<file path="src/rtl/lam_pkg.sv">
package lam_pkg;
  localparam int FIELD_W = 12;
  typedef logic [FIELD_W-1:0] field_t;
  typedef enum logic [1:0] {
    SEL_UPPER = 2'd0,
    SEL_LOWER = 2'd1,
    SEL_HYST  = 2'd2,
    SEL_NONE  = 2'd3
  } reg_sel_e;
endpackage

</file>
<file path="src/rtl/lam_chan_regs.sv">
module lam_chan_regs
  import lam_pkg::*;
#(
  parameter field_t HYST_RST = field_t'(8)
) (
  input  logic   clk,
  input  logic   rst,
  input  logic   wr_en,
  input  logic [1:0] wr_sel,
  input  field_t wr_data,
  input  logic   cap_upper,
  input  logic   cap_lower,
  input  field_t cap_data,
  output field_t upper_q,
  output field_t lower_q,
  output field_t hyst_q
);
  always_ff @(posedge clk) begin
    if (rst) begin
      upper_q <= '1;
      lower_q <= '0;
      hyst_q  <= HYST_RST;
    end else if (wr_en) begin
      case (reg_sel_e'(wr_sel))
        SEL_UPPER: upper_q <= wr_data;
        SEL_LOWER: lower_q <= wr_data;
        SEL_HYST:  hyst_q  <= wr_data;
        default: ;
      endcase
    end else begin
      if (cap_upper) upper_q <= cap_data;
      if (cap_lower) lower_q <= cap_data;
    end
  end
endmodule

</file>
<file path="src/rtl/lam_chan_eval.sv">
module lam_chan_eval
  import lam_pkg::*;
(
  input  field_t data,
  input  field_t upper,
  input  field_t lower,
  input  field_t hyst,
  input  logic   cur_up,
  input  logic   cur_lo,
  output logic   nxt_up,
  output logic   nxt_lo,
  output logic   cap_upper,
  output logic   cap_lower
);
  localparam field_t FULL = '1;
  field_t up_release, lo_release;
  logic   capture_mode;

  always_comb begin
    capture_mode = &hyst;
    up_release   = (upper >= hyst) ? field_t'(upper - hyst) : '0;
    lo_release   = (lower > field_t'(FULL - hyst)) ? FULL : field_t'(lower + hyst);
    if (capture_mode) begin
      nxt_up    = cur_up;
      nxt_lo    = cur_lo;
      cap_upper = data > upper;
      cap_lower = data < lower;
    end else begin
      nxt_up    = cur_up ? (data > up_release) : (data > upper);
      nxt_lo    = cur_lo ? (data < lo_release) : (data < lower);
      cap_upper = 1'b0;
      cap_lower = 1'b0;
    end
  end
endmodule

</file>
<file path="src/rtl/limit_alert_monitor.sv">
module limit_alert_monitor
  import lam_pkg::*;
#(
  parameter int NUM_CH   = 4,
  parameter int RES_BITS = 12
) (
  input  logic                        clk,
  input  logic                        rst,
  input  logic                        res_valid,
  input  logic [$clog2(NUM_CH)-1:0]   res_ch,
  input  logic [RES_BITS-1:0]         res_data,
  input  logic                        lim_we,
  input  logic [$clog2(NUM_CH)-1:0]   lim_ch,
  input  logic [1:0]                  lim_sel,
  input  logic [FIELD_W-1:0]          lim_wdata,
  input  logic                        cfg_we,
  input  logic [3:0]                  cfg_wdata,
  input  logic                        status_we,
  input  logic [2*NUM_CH-1:0]         status_wdata,
  input  logic [$clog2(NUM_CH)-1:0]   rd_ch,
  input  logic [1:0]                  rd_sel,
  output logic [FIELD_W-1:0]          rd_data_o,
  output logic [2*NUM_CH-1:0]         status_o,
  output logic                        alert_o,
  output logic                        result_valid_o,
  output logic [FIELD_W+1+$clog2(NUM_CH):0] result_word_o
);
  localparam int     CH_W     = $clog2(NUM_CH);
  localparam int     ST_W     = 2 * NUM_CH;
  localparam int     PAD      = FIELD_W - RES_BITS;
  localparam int     WORD_W   = FIELD_W + 2 + CH_W;
  localparam field_t HYST_RST = field_t'((RES_BITS == 12 ? 8 : 2) << PAD);

  field_t          data_f;
  field_t          upper_arr [NUM_CH];
  field_t          lower_arr [NUM_CH];
  field_t          hyst_arr  [NUM_CH];
  logic [ST_W-1:0] upd, status_nxt;
  logic            clr_req, en_q, pol_q, en_nxt, pol_nxt;

  assign data_f = field_t'(res_data) << PAD;

  for (genvar g = 0; g < NUM_CH; g++) begin : g_ch
    logic wr_hit, res_hit, nu, nl, cu, cl;
    assign wr_hit  = lim_we && (lim_ch == CH_W'(g));
    assign res_hit = res_valid && (res_ch == CH_W'(g));

    lam_chan_regs #(.HYST_RST(HYST_RST)) i_regs (
      .clk(clk), .rst(rst), .wr_en(wr_hit), .wr_sel(lim_sel), .wr_data(lim_wdata),
      .cap_upper(res_hit && cu), .cap_lower(res_hit && cl), .cap_data(data_f),
      .upper_q(upper_arr[g]), .lower_q(lower_arr[g]), .hyst_q(hyst_arr[g])
    );

    lam_chan_eval i_eval (
      .data(data_f), .upper(upper_arr[g]), .lower(lower_arr[g]), .hyst(hyst_arr[g]),
      .cur_up(status_o[2*g]), .cur_lo(status_o[2*g+1]),
      .nxt_up(nu), .nxt_lo(nl), .cap_upper(cu), .cap_lower(cl)
    );

    assign upd[2*g]   = res_hit ? nu : status_o[2*g];
    assign upd[2*g+1] = res_hit ? nl : status_o[2*g+1];

    // a result above a non-capture channel's upper bound sets its upper flag
    a_r1_upper_sets: assert property (@(posedge clk) disable iff (rst)
      (res_hit && !clr_req && !(&hyst_arr[g]) && data_f > upper_arr[g]) |=> status_o[2*g]);

    // a result below the lower bound sets the lower flag
    a_r2_lower_sets: assert property (@(posedge clk) disable iff (rst)
      (res_hit && !clr_req && !(&hyst_arr[g]) && data_f < lower_arr[g]) |=> status_o[2*g+1]);

    // flags persist while other channels report
    a_r6_keep_up: assert property (@(posedge clk) disable iff (rst)
      (status_o[2*g] && !res_hit && !clr_req) |=> status_o[2*g]);
    a_r6_keep_lo: assert property (@(posedge clk) disable iff (rst)
      (status_o[2*g+1] && !res_hit && !clr_req) |=> status_o[2*g+1]);

    // capture mode never changes the status vector
    a_r8_capture_quiet: assert property (@(posedge clk) disable iff (rst)
      (res_hit && (&hyst_arr[g]) && !clr_req) |=> $stable(status_o));
  end

  assign clr_req    = (cfg_we && cfg_wdata[3:2] == 2'b11) || (status_we && (&status_wdata));
  assign status_nxt = clr_req ? '0 : upd;
  assign en_nxt     = cfg_we ? cfg_wdata[1] : en_q;
  assign pol_nxt    = cfg_we ? cfg_wdata[0] : pol_q;

  always_ff @(posedge clk) begin
    if (rst) begin
      status_o       <= '0;
      en_q           <= 1'b1;
      pol_q          <= 1'b0;
      alert_o        <= 1'b1;
      result_valid_o <= 1'b0;
      result_word_o  <= '0;
    end else begin
      status_o       <= status_nxt;
      en_q           <= en_nxt;
      pol_q          <= pol_nxt;
      alert_o        <= (en_nxt & (|status_nxt)) ^ ~pol_nxt;
      result_valid_o <= res_valid;
      if (res_valid) result_word_o <= {|status_nxt, 1'b0, res_ch, data_f};
    end
  end

  always_ff @(posedge clk) begin
    if (rst) rd_data_o <= '0;
    else begin
      case (reg_sel_e'(rd_sel))
        SEL_UPPER: rd_data_o <= upper_arr[rd_ch];
        SEL_LOWER: rd_data_o <= lower_arr[rd_ch];
        SEL_HYST:  rd_data_o <= hyst_arr[rd_ch];
        default:   rd_data_o <= '0;
      endcase
    end
  end

  // the word flag mirrors the status vector it was formed with
  a_r9_flag_matches: assert property (@(posedge clk) disable iff (rst)
    result_valid_o |-> (result_word_o[WORD_W-1] == (|status_o)));

  // alert output follows enable, polarity and status
  a_r10_alert_level: assert property (@(posedge clk) disable iff (rst)
    alert_o == ((en_q & (|status_o)) ^ ~pol_q));
endmodule

</file>
<file path="config.mk">
export PLATFORM = sky130hd
export DESIGN_NAME = limit_alert_monitor
export DESIGN_NICKNAME = d
export VERILOG_FILES = /design/src/rtl/lam_pkg.sv /design/src/rtl/lam_chan_regs.sv /design/src/rtl/lam_chan_eval.sv /design/src/rtl/limit_alert_monitor.sv
export SDC_FILE = /design/constraint.sdc
export NUM_CORES = 1
export LEC_CHECK = 0
export BUFFER_PORTS_ARGS = -buffer_cell sky130_fd_sc_hd__buf_2
export CORE_AREA = 4 4 201 301
export DETAILED_ROUTE_END_ITERATION = 7
export DIE_AREA = 0 0 205 305
export PLACE_DENSITY = 0.56
export SLEW_MARGIN = 20
export SYNTH_ARGS = -nofsm -noshare
export SYNTH_HDL_FRONTEND = slang
export SYNTH_SLANG_ARGS = --single-unit
</file>
<file path="constraint.sdc">
create_clock -name clk -period 4.8 [get_ports clk]
set_input_delay 0.48 -clock clk [delete_from_list [all_inputs] [get_ports clk]]
set_output_delay 0.48 -clock clk [all_outputs]
set_load 0.05 [all_outputs]
</file>
==> flow_metrics.tcl <==
set metrics [dict create \
    status "finished, violations left" \
    violations "setup timing" \
    ys_ff_latch 183 \
    htreeDepth 4 \
    synthArstFlopShare_pct 0 \
    cap_violations 0 \
    slew_headroom_pct 30.2 \
    drive_gt1_share_pct 19.2 \
    worst_slew_pin_slew_ps 1040 \
    fmax_mhz 202 \
    placed_area_sq_um 19600 \
    layout.cells.non_filler 3143 \
    start_util_pct 29.9 \
    wl_met2_mm 37.4 \
    area_growth_pct 19.9 \
    grt_pass1_wl_mm 110 \
    swShare_pct 34.4 \
    ys_warn_count 0 \
    die_x_um 205 \
    dieArea_sq_um 62500 \
    grt_setup_unrepaired "yes" \
    wl_met1_mm 26.4 \
    row_count 108 \
    leakage_nw 9.65 \
    firstDrtPassIters 5 \
    slew_violations 0 \
    holdWs_ps 315 \
    hold_viol_final 0 \
    crit_required_ps 5120 \
    hold_class "input port to flip-flop" \
    vias_per_cell 5.60 \
    path_class "flip-flop to flip-flop" \
    insertion_delay_ps 480 \
    fin_area_sq_um 20700 \
    dpl.cell_count 3082 \
    synth.distinct_cells 66 \
    clkTransAtPathRegs_ps 80 \
    layout.nets 2700 \
    dp.final_hpwl_mm 59.8 \
    overflow 0 \
    worstSetupStartpointType "flip-flop" \
    clock_skew_ps 18.0 \
    arrival_ps 5270 \
    numCtsBuffers 17 \
    synth.net_count 2479 \
    die_h_um 305 \
    syn_inst 2135 \
    grt_max_degree 76 \
    grt_usage_pct 23.7 \
    internal_power_mw 2.66 \
    setup_slack_ps -146 \
    cts_buffer_depth 2 \
    p_comb_share_pct 23.9 \
    min_period_ps 4950 \
    route.top_layer_used "met4" \
    dr.first_iter.drc_count 1430 \
    synth_edf_count 0 \
    finalWeightedCongestion 1.01 \
    setup_viol 2 \
    wl_met3_mm 5.14 \
    cts.sinks 183 \
    syn_avg_cell_area_sq_um 8.09 \
    port_buffers 88 \
    pre_cts_slack_ps -430 \
    yosysSeqAreaShare_pct 21.2 \
    finalCritPeriodShare_pct 103 \
    crit_path_end_kind "flip-flop" \
    grt_antenna_before_repair 5 \
    io_pins 90 \
    peakVddDrop_mv 0.148 \
    routed_wl_mm 76.5 \
    grt_pass1_vias 17462 \
    p_seq_share_pct 39.1 \
    path_max_fanout 3 \
    core-area_sq_um 57700 \
    drc 0 \
    dr_total_vias 17599 \
    p_sw_mw 1.40 \
    clock-root-buffer "clkbuf_16" \
    ant_nets 0 \
    synth_flop_cell "dfxtp_1" \
    clkPwrFrac_pct 37.0 \
    cts_tree "built" \
    powerDensity_nw_per_um2 196 \
    syn_area_sq_um 17300 \
    routedWlPerCell_um 24.3 \
]
## what timing repair did
item                                    in CTS  in global routing
cloned                                       1                  1
endpoints found under the hold margin        0                  0
buffers inserted                            19                  6
gates resized for setup                     35                 36
endpoints found under the setup margin       2                  2
pin swaps                                   29                 23
hold buffers                                 0                  0
## per-layer routing
layer,up-vias,track usage (%)
met1,8403,24.5
met4,0,18.5
met2,792,41.5
met3,321,4.35
met5,-,0
li1,8083,-
## state kept, by name, indices dropped and copies added, names as in the netlist
register and count:
en_q 1, rd_data_o 12, result_word_o 15, g_ch.i_regs.hyst_q 48, pol_q 1, result_valid_o 1
alert_o 1, g_ch.i_regs.lower_q 48, g_ch.i_regs.upper_q 48, status_o 8
## critical path: stages, from the launching register on
cell      delay, ps
dfxtp_2         340
inv_2            40
ha_4            160
fa_2            370
nor2b_2         130
o21ai_2          80
a21boi_2        220
o21ai_2         110
a21oi_2         190
o21a_1          220
o31ai_2          90
a21oi_2         200
buf_4           140
nand3b_1         80
ha_1            330
nand2_2          70
or3_4           360
or3_4           340
o311ai_4         90
o41ai_2         140
o41ai_2         230
buf_4           190
nand4_1         230
buf_4           230
nor3_4          130
a211oi_1         90
## stage by stage
step	TNS [ps]	total power, mW	util, %
final	-267	4.06	35.9
after global routing	-678	4.20	35.9
after CTS	-138	4.04	35.5
after detailed placement	-851	2.54	34.0
after global placement	-616	2.52	34.0
after floorplan	0	2.16	-
## cells in the mapped netlist, types with 7 or more instances
library cell / number / area share (%)
mux2_2: 41 / 2.7
fa_1: 8 / 0.93
o41ai_1: 7 / 0.36
a21boi_0: 7 / 0.30
a21oi_1: 192 / 5.6
nand3_1: 38 / 1.1
o31ai_1: 10 / 0.43
xor2_1: 16 / 0.81
mux2i_1: 75 / 4.3
a211o_1: 11 / 0.56
clkbuf_1: 56 / 1.2
nand3b_1: 12 / 0.52
or3_1: 17 / 0.62
inv_1: 171 / 3.7
nor2_1: 236 / 5.1
buf_4: 9 / 0.39
o21bai_1: 8 / 0.35
nor3_1: 33 / 0.96
mux4_2: 36 / 4.7
nand2b_1: 66 / 2.4
o21a_1: 8 / 0.35
ha_1: 284 / 21
nor2b_1: 37 / 1.3
nand4_1: 50 / 1.8
and3_1: 11 / 0.40
o21ai_0: 80 / 2.3
o211ai_1: 17 / 0.74
dfxtp_1: 183 / 21
xnor2_1: 40 / 2.0
a21o_1: 36 / 1.6
nand2_1: 204 / 4.4
a211oi_1: 47 / 2.0
## cells by family (layout without fill, tap and decap cells)
| kind of cell | count (synthesis) | after routing | share of synthesized area (%) |
|---|---|---|---|
| buffers and inverters | 248 | 482 | 5.67 |
| other | 1 | 5 | 0.0217 |
| AOI/OAI and AO/OA | 467 | 467 | 16.9 |
| xor gates and xnor gates | 56 | 56 | 2.84 |
| DFF | 183 | 183 | 21.2 |
| and+or+nand+nor | 736 | 736 | 20.1 |
| muxes | 152 | 152 | 11.7 |
| adders and majority gates | 292 | 292 | 21.5 |
## path summary, 6_finish.rpt
check	start	end	slack [ps]	depth (start not counted)
worst max-delay path	g_ch[1].i_regs.upper_q[0]	result_word_o[15]	-150	25
worst min-delay path	cfg_wdata[1]	en_q	310	3
worst max register to register	g_ch[1].i_regs.upper_q[0]	result_word_o[15]	-150	25
worst min register to register	g_ch[0].i_regs.hyst_q[2]	g_ch[0].i_regs.hyst_q[2]	490	2
## cell usage in the layout, fill, tap and decap left out, types with 47 or more instances in the layout
master and n:
nand2_1 200, o21ai_0 71, buf_2 88, nand4_1 50
inv_1 170, a211oi_1 47, nor2_1 235, nand2b_1 66
a21oi_1 187, buf_4 186, ha_1 275, dfxtp_1 178
mux2i_1 75
## power by group through the flow
stage	logic [mW]	registers [mW]	clock network, mW
after floorplan	0.497	1.66	0
after global placement	0.897	1.62	0
after detailed placement	0.920	1.62	0
after CTS	0.939	1.59	1.51
after global routing	1.04	1.59	1.56
final	0.969	1.59	1.50
## layout make-up
cell class | instances | area, sq um
Antenna cell | 4 | 10.0
Clock buffer | 17 | 425
Clock inverter | 15 | 175
Fill cell | 5996 | 37000
Inverter | 171 | 642
Multi-Input combinational cell | 1704 | 12900
Sequential cell | 183 | 3670
Tap cell | 770 | 963
Timing Repair Buffer | 279 | 1920
Note: power is estimated with default switching activity, not from simulation.
